File: src/rtl/gpio16_pkg.sv
package gpio16_pkg;
    localparam logic [7:0] OFS_DIN   = 8'h00;
    localparam logic [7:0] OFS_DOUT  = 8'h04;
    localparam logic [7:0] OFS_DIR   = 8'h08;
    localparam logic [7:0] OFS_POL   = 8'h0C;
    localparam logic [7:0] OFS_MASK  = 8'h10;
    localparam logic [7:0] OFS_STAT  = 8'h14;
    localparam logic [7:0] OFS_PCTL  = 8'h18;

    localparam logic [1:0] SIZE_HALF = 2'd1;

    typedef enum logic [1:0] {
        ACC_IDLE   = 2'd0,
        ACC_WRITE  = 2'd1,
        ACC_READ   = 2'd2,
        ACC_REFUSE = 2'd3
    } acc_state_e;
endpackage

File: src/rtl/gpio16_access_fsm.sv
module gpio16_access_fsm
    import gpio16_pkg::*;
#(
    parameter int ADDR_W = 8,
    parameter int LINES  = 16
) (
    input  logic              clk,
    input  logic              rst_n,
    input  logic              req,
    input  logic              wr,
    input  logic [1:0]        size,
    input  logic [ADDR_W-1:0] addr,
    input  logic [LINES-1:0]  wdata,
    output logic              wr_stb,
    output logic              rd_act,
    output logic              done,
    output logic              err,
    output logic [ADDR_W-1:0] cmd_addr,
    output logic [LINES-1:0]  cmd_wdata
);
    acc_state_e state_q, state_d;

    // state register
    always_ff @(posedge clk or negedge rst_n) begin
        if (!rst_n) state_q <= ACC_IDLE;
        else        state_q <= state_d;
    end

    // command capture, only while idle
    always_ff @(posedge clk or negedge rst_n) begin
        if (!rst_n) begin
            cmd_addr  <= '0;
            cmd_wdata <= '0;
        end else if (state_q == ACC_IDLE && req) begin
            cmd_addr  <= addr;
            cmd_wdata <= wdata;
        end
    end

    // transitions
    always_comb begin
        state_d = state_q;
        unique case (state_q)
            ACC_IDLE: begin
                if (req) begin
                    if (size != SIZE_HALF) state_d = ACC_REFUSE;
                    else if (wr)           state_d = ACC_WRITE;
                    else                   state_d = ACC_READ;
                end
            end
            ACC_WRITE:  state_d = ACC_IDLE;
            ACC_READ:   state_d = ACC_IDLE;
            ACC_REFUSE: state_d = ACC_IDLE;
        endcase
    end

    // outputs
    always_comb begin
        wr_stb = 1'b0;
        rd_act = 1'b0;
        done   = 1'b0;
        err    = 1'b0;
        unique case (state_q)
            ACC_IDLE:   ;
            ACC_WRITE:  begin wr_stb = 1'b1; done = 1'b1; end
            ACC_READ:   begin rd_act = 1'b1; done = 1'b1; end
            ACC_REFUSE: err = 1'b1;
        endcase
    end
endmodule

File: src/rtl/gpio16_regfile.sv
module gpio16_regfile
    import gpio16_pkg::*;
#(
    parameter int ADDR_W = 8,
    parameter int LINES  = 16
) (
    input  logic              clk,
    input  logic              rst_n,
    input  logic              wr_stb,
    input  logic              rd_act,
    input  logic [ADDR_W-1:0] addr,
    input  logic [LINES-1:0]  wdata,
    input  logic [LINES-1:0]  pins_q,
    input  logic [LINES-1:0]  stat,
    output logic [LINES-1:0]  dout,
    output logic [LINES-1:0]  dir,
    output logic [LINES-1:0]  pol,
    output logic [LINES-1:0]  mask,
    output logic [LINES-1:0]  pctl,
    output logic [LINES-1:0]  clr_vec,
    output logic [LINES-1:0]  rdata
);
    localparam logic [LINES-1:0] ALL_ONES = '1;

    always_ff @(posedge clk or negedge rst_n) begin
        if (!rst_n) begin
            dout <= ALL_ONES;
            dir  <= ALL_ONES;
            pol  <= ALL_ONES;
            mask <= ALL_ONES;
            pctl <= ALL_ONES;
        end else if (wr_stb) begin
            case (addr)
                ADDR_W'(OFS_DOUT): dout <= wdata;
                ADDR_W'(OFS_DIR):  dir  <= wdata;
                ADDR_W'(OFS_POL):  pol  <= wdata;
                ADDR_W'(OFS_MASK): mask <= wdata;
                ADDR_W'(OFS_PCTL): pctl <= wdata;
                default: ;
            endcase
        end
    end

    assign clr_vec = (wr_stb && addr == ADDR_W'(OFS_STAT)) ? wdata : '0;

    always_comb begin
        rdata = '0;
        if (rd_act) begin
            case (addr)
                ADDR_W'(OFS_DIN):  rdata = pins_q & pctl;
                ADDR_W'(OFS_DOUT): rdata = dout;
                ADDR_W'(OFS_DIR):  rdata = dir;
                ADDR_W'(OFS_POL):  rdata = pol;
                ADDR_W'(OFS_MASK): rdata = mask;
                ADDR_W'(OFS_STAT): rdata = stat;
                ADDR_W'(OFS_PCTL): rdata = pctl;
                default:           rdata = '0;
            endcase
        end
    end
endmodule

File: src/rtl/gpio16_edge_irq.sv
module gpio16_edge_irq #(
    parameter int LINES = 16
) (
    input  logic             clk,
    input  logic             rst_n,
    input  logic [LINES-1:0] pin_in,
    input  logic [LINES-1:0] dir,
    input  logic [LINES-1:0] pol,
    input  logic [LINES-1:0] mask,
    input  logic [LINES-1:0] clr_vec,
    output logic [LINES-1:0] pins_q,
    output logic [LINES-1:0] stat,
    output logic             irq
);
    logic [LINES-1:0] hit;

    always_ff @(posedge clk or negedge rst_n) begin
        if (!rst_n) pins_q <= '0;
        else        pins_q <= pin_in;
    end

    for (genvar g = 0; g < LINES; g++) begin : g_line
        logic rise, fall;
        assign rise   = pin_in[g] & ~pins_q[g];
        assign fall   = ~pin_in[g] & pins_q[g];
        assign hit[g] = (pol[g] ? rise : fall) & dir[g] & ~mask[g];
    end

    // a new edge outranks a clear of the same bit
    always_ff @(posedge clk or negedge rst_n) begin
        if (!rst_n) begin
            stat <= '0;
            irq  <= 1'b0;
        end else begin
            stat <= (stat & ~clr_vec) | hit;
            irq  <= |stat;
        end
    end
endmodule

File: src/rtl/gpio16_port.sv
module gpio16_port #(
    parameter int ADDR_W = 8,
    parameter int LINES  = 16
) (
    input  logic              clk,
    input  logic              rst_n,
    input  logic              acc_req,
    input  logic              acc_wr,
    input  logic [1:0]        acc_size,
    input  logic [ADDR_W-1:0] acc_addr,
    input  logic [LINES-1:0]  acc_wdata,
    output logic              acc_done,
    output logic              acc_err,
    output logic [LINES-1:0]  acc_rdata,
    input  logic [LINES-1:0]  pin_in,
    output logic [LINES-1:0]  pin_out,
    output logic [LINES-1:0]  pin_oe,
    output logic              irq
);
    logic              wr_stb, rd_act;
    logic [ADDR_W-1:0] cmd_addr;
    logic [LINES-1:0]  cmd_wdata;
    logic [LINES-1:0]  dout_w, dir_w, pol_w, mask_w, pctl_w, clr_w;
    logic [LINES-1:0]  pins_q_w, stat_w;

    gpio16_access_fsm #(.ADDR_W(ADDR_W), .LINES(LINES)) u_fsm (
        .clk(clk), .rst_n(rst_n), .req(acc_req), .wr(acc_wr),
        .size(acc_size), .addr(acc_addr), .wdata(acc_wdata),
        .wr_stb(wr_stb), .rd_act(rd_act), .done(acc_done), .err(acc_err),
        .cmd_addr(cmd_addr), .cmd_wdata(cmd_wdata)
    );

    gpio16_regfile #(.ADDR_W(ADDR_W), .LINES(LINES)) u_regs (
        .clk(clk), .rst_n(rst_n), .wr_stb(wr_stb), .rd_act(rd_act),
        .addr(cmd_addr), .wdata(cmd_wdata), .pins_q(pins_q_w), .stat(stat_w),
        .dout(dout_w), .dir(dir_w), .pol(pol_w), .mask(mask_w),
        .pctl(pctl_w), .clr_vec(clr_w), .rdata(acc_rdata)
    );

    gpio16_edge_irq #(.LINES(LINES)) u_edge (
        .clk(clk), .rst_n(rst_n), .pin_in(pin_in), .dir(dir_w),
        .pol(pol_w), .mask(mask_w), .clr_vec(clr_w),
        .pins_q(pins_q_w), .stat(stat_w), .irq(irq)
    );

    assign pin_oe  = ~dir_w;
    assign pin_out = dout_w & ~dir_w;
endmodule

File: config.mk
export PLATFORM = sky130hd
export DESIGN_NAME = gpio16_port
export DESIGN_NICKNAME = d
export VERILOG_FILES = /design/src/rtl/gpio16_pkg.sv /design/src/rtl/gpio16_access_fsm.sv /design/src/rtl/gpio16_regfile.sv /design/src/rtl/gpio16_edge_irq.sv /design/src/rtl/gpio16_port.sv
export SDC_FILE = /design/constraint.sdc
export NUM_CORES = 1
export LEC_CHECK = 0
export BUFFER_PORTS_ARGS = -buffer_cell sky130_fd_sc_hd__buf_2
export CAP_MARGIN = 20
export CORE_ASPECT_RATIO = 1.1
export CORE_MARGIN = 8
export CORE_UTILIZATION = 49
export DETAILED_ROUTE_END_ITERATION = 8
export PLACE_DENSITY = 0.7
export REMOVE_ABC_BUFFERS = 1
export SLEW_MARGIN = 10
export SYNTH_ARGS = -nofsm -noshare
export SYNTH_HDL_FRONTEND = slang
export SYNTH_SLANG_ARGS = --single-unit
File: constraint.sdc
create_clock -name clk -period 5 [get_ports clk]
set_input_delay 0.75 -clock clk [delete_from_list [all_inputs] [get_ports clk]]
set_output_delay 0.75 -clock clk [all_outputs]
set_load 0.01 [all_outputs]
==> impl_metrics.csv <==
group,metric,value,unit
clocking,clkTransAtPathRegs,50,ps
clocking,cts_buffer_depth,2,
synthesis,post_synth_mux_area_share,16.3,%
synthesis,synthAdderAreaFrac,0.917,%
routing,wl_per_cell,20.3,um
setup_path,r2r_setup_slack,1710,ps
sta,fmax,0.275,GHz
floorplanning,die_area,0.0180,mm2
sta,hold_viol,0,
clocking,post_cts_buffers,0,
synthesis,yosys.cell_types.count,43,
routing,drt_iter0_drc,503,
grt,grt_pass1_wl,28800,um
clocking,cts_tree,"built",
place,gp_congestion,0.803,
cells_and_area,fin_util,58.1,%
clocking,cts_root_buf,"clkbuf_16",
synthesis,syn_inst,596,
setup_path,endpoint,"acc_rdata[14]",
floorplanning,core_area,0.0137,mm2
setup_path,crit_start,"u_fsm.cmd_addr[4]",
grt,grt_use_total,20.7,%
sta,relSlewSlack,27.6,%
setup_path,path_max_fanout,52,
routing,drc,0,
grt,antenna_found_initial,0,
synthesis,synth_top_flop_cell,"dfstp_2",
synthesis,async_flop_share,100,%
routing,routed_via_density,5.79,
sta,min_period,3630,ps
sta,finalSetupViolations,0,
sta,slew_violations,0,
floorplanning,io_pins,97,
cells_and_area,fin_nets,742,
synthesis,yosys.area_share.simple,13.4,%
synthesis,synth_top_family_by_area,"multiplexers",
clocking,numClockSinks,139,
clocking,htree_levels,4,
cells_and_area,diodes,0,
routing,dr.pass1.iters,5,
pwr,power.leakage,3.25,nW
floorplanning,fp.dieH,140,um
routing,vias,5152,
routing,antenna_left,0,
synthesis,synth_compound_area_share,12.7,%
synthesis,synth_enable_flop_cells,0,
min_path,hold_path.class,"input pin to async pin",
grt,overflow,0,
place,portBuffers,96,
sta,tightest_slew,1090,ps
clocking,cts_made_buffers,17,
setup_path,cp.arrival,2880,ps
routing,wirelength,18100,um
setup_path,critPathKind,"register to output port",
floorplanning,initial_core_util,49.7,%
run,maxCapViolations,0,
setup_path,rr_startpoint,"u_fsm.cmd_addr[3]",
synthesis,synthXorXnorAreaFrac,0,%
floorplanning,die_w,129,um
cells_and_area,drive_above_1_share,43.3,%
setup_path,critPathCaptureType,"output port",
sta,timing.hold.ws,453,ps
cells_and_area,final_common_cell,"buf_2",
grt,first_global_vias,5392,
clocking,clk_latency,420,ps
setup_path,reg2reg_depth,5,
cells_and_area,area_delta_synth_final,17.0,%
synthesis,ys_warn_count,0,
place,hpwl,12200,um
sta,fin_worst_skew,5.63,ps
run_status,status,"completed",
synthesis,syn-mean-instance-area,11.4,um2
cells_and_area,final_cell_mix,"95 x buf_2, 88 x mux2_2, 80 x dfstp_2",
grt,grt_max_degree,74,
synthesis,yosysSeqAreaShare,52.4,%
floorplanning,rows,45,
setup_path,cp.required,4250,ps
setup_path,startpoint_type,"register",
clocking,cts-resized-gates,0,
setup_path,regToRegEndpoint,"u_regs.mask[13]",
pwr,p_per_area,543,mW/mm2
pwr,ir_drop,0.000322,V
clocking,hold_buffers,0,
synthesis,syn_area,0.00682,mm2
sta,period_share,72.6,%
synthesis,synth-seq-cells,139,
sta,fin_setup_tns,0,ps
sta,rsz0062_at_grt,"false",
## area by class of cell
| type | instances | area [um2] |
|---|---|---|
| clock buffers | 26 | 479 |
| repair buffers | 106 | 558 |
| clock inverters | 4 | 45.0 |
| fillers | 1225 | 5750 |
| inverters | 36 | 135 |
| multi-input cells | 391 | 2950 |
| flip-flops and latches | 139 | 3580 |
| well taps | 188 | 235 |
## Yosys cell counts, drive strengths merged (16+ instances only)
cell type,count,area [um2]
inv,36,135
nand3b,16,120
a22o,16,140
dfstp,80,2100
nor2b,22,138
a32o,20,200
nand2,74,278
o21ai,37,185
dfrtp,59,1480
mux2,88,991
buf,18,110
nand2b,17,106
## layer usage
layer  vias up  track usage (%)  wire, um
met2       214             32.9      8560
met3        28             4.93      1320
met1      2583             26.3      7850
li1       2327                -         -
met4         0             8.73       328
met5         -                0         0
## worst min-delay path by stage
stage / endpoint / cells after the start
2_1_floorplan: u_edge.irq / 0
3_3_place_gp: u_fsm.cmd_addr[6] / 1
3_5_place_dp: u_fsm.cmd_addr[7] / 1
4_1_cts: u_edge.pins_q[10] / 1
5_1_grt: u_edge.pins_q[5] / 1
6_report: u_edge.pins_q[0] / 1
## cells by family after synthesis
family,after synthesis
buf+inv,66
mux,100
simple gates,164
compound gates,122
flops,139
fa+ha+maj,5
## metrics by stage
| stage | instances | worst slack [ps] | area [um2] | power [mW] |
|---|---|---|---|---|
| 2_1_floorplan | 566 | 1870 | 6670 | 2.70 |
| 3_3_place_gp | 860 | 1810 | 7460 | 3.14 |
| 3_5_place_dp | 860 | 1760 | 7460 | 3.20 |
| 4_1_cts | 890 | 1390 | 7990 | 4.36 |
| 5_1_grt | 890 | 1190 | 7990 | 4.57 |
| 6_report | 890 | 1370 | 7990 | 4.34 |
## critical path, cell delays in order, from the launching register on
cell	delay [ps]
dfrtp_2	1070
nor2b_1	450
buf_4	240
a22o_1	140
a32oi_1	90
a21oi_1	250
buf_2	190
## sequential cells by signal, summed over array words and instances, names as in the netlist
register         cells
u_regs.dout         16
u_regs.pctl         16
u_fsm.cmd_addr       8
u_edge.pins_q       16
u_edge.irq           1
u_regs.pol          16
u_edge.stat         16
u_fsm.cmd_wdata     16
u_fsm.state_q        2
u_regs.dir          16
u_regs.mask         16
## report_power, final
part	switching (mW)	leakage [nW]	internal (mW)	total (mW)
Clock	0.439	0.258	0.701	1.14
Combinational	0.524	1.45	0.552	1.08
Sequential	0.519	1.54	1.60	2.12
Total	1.48	3.25	2.86	4.34
Power figures use the tool's default switching activity.
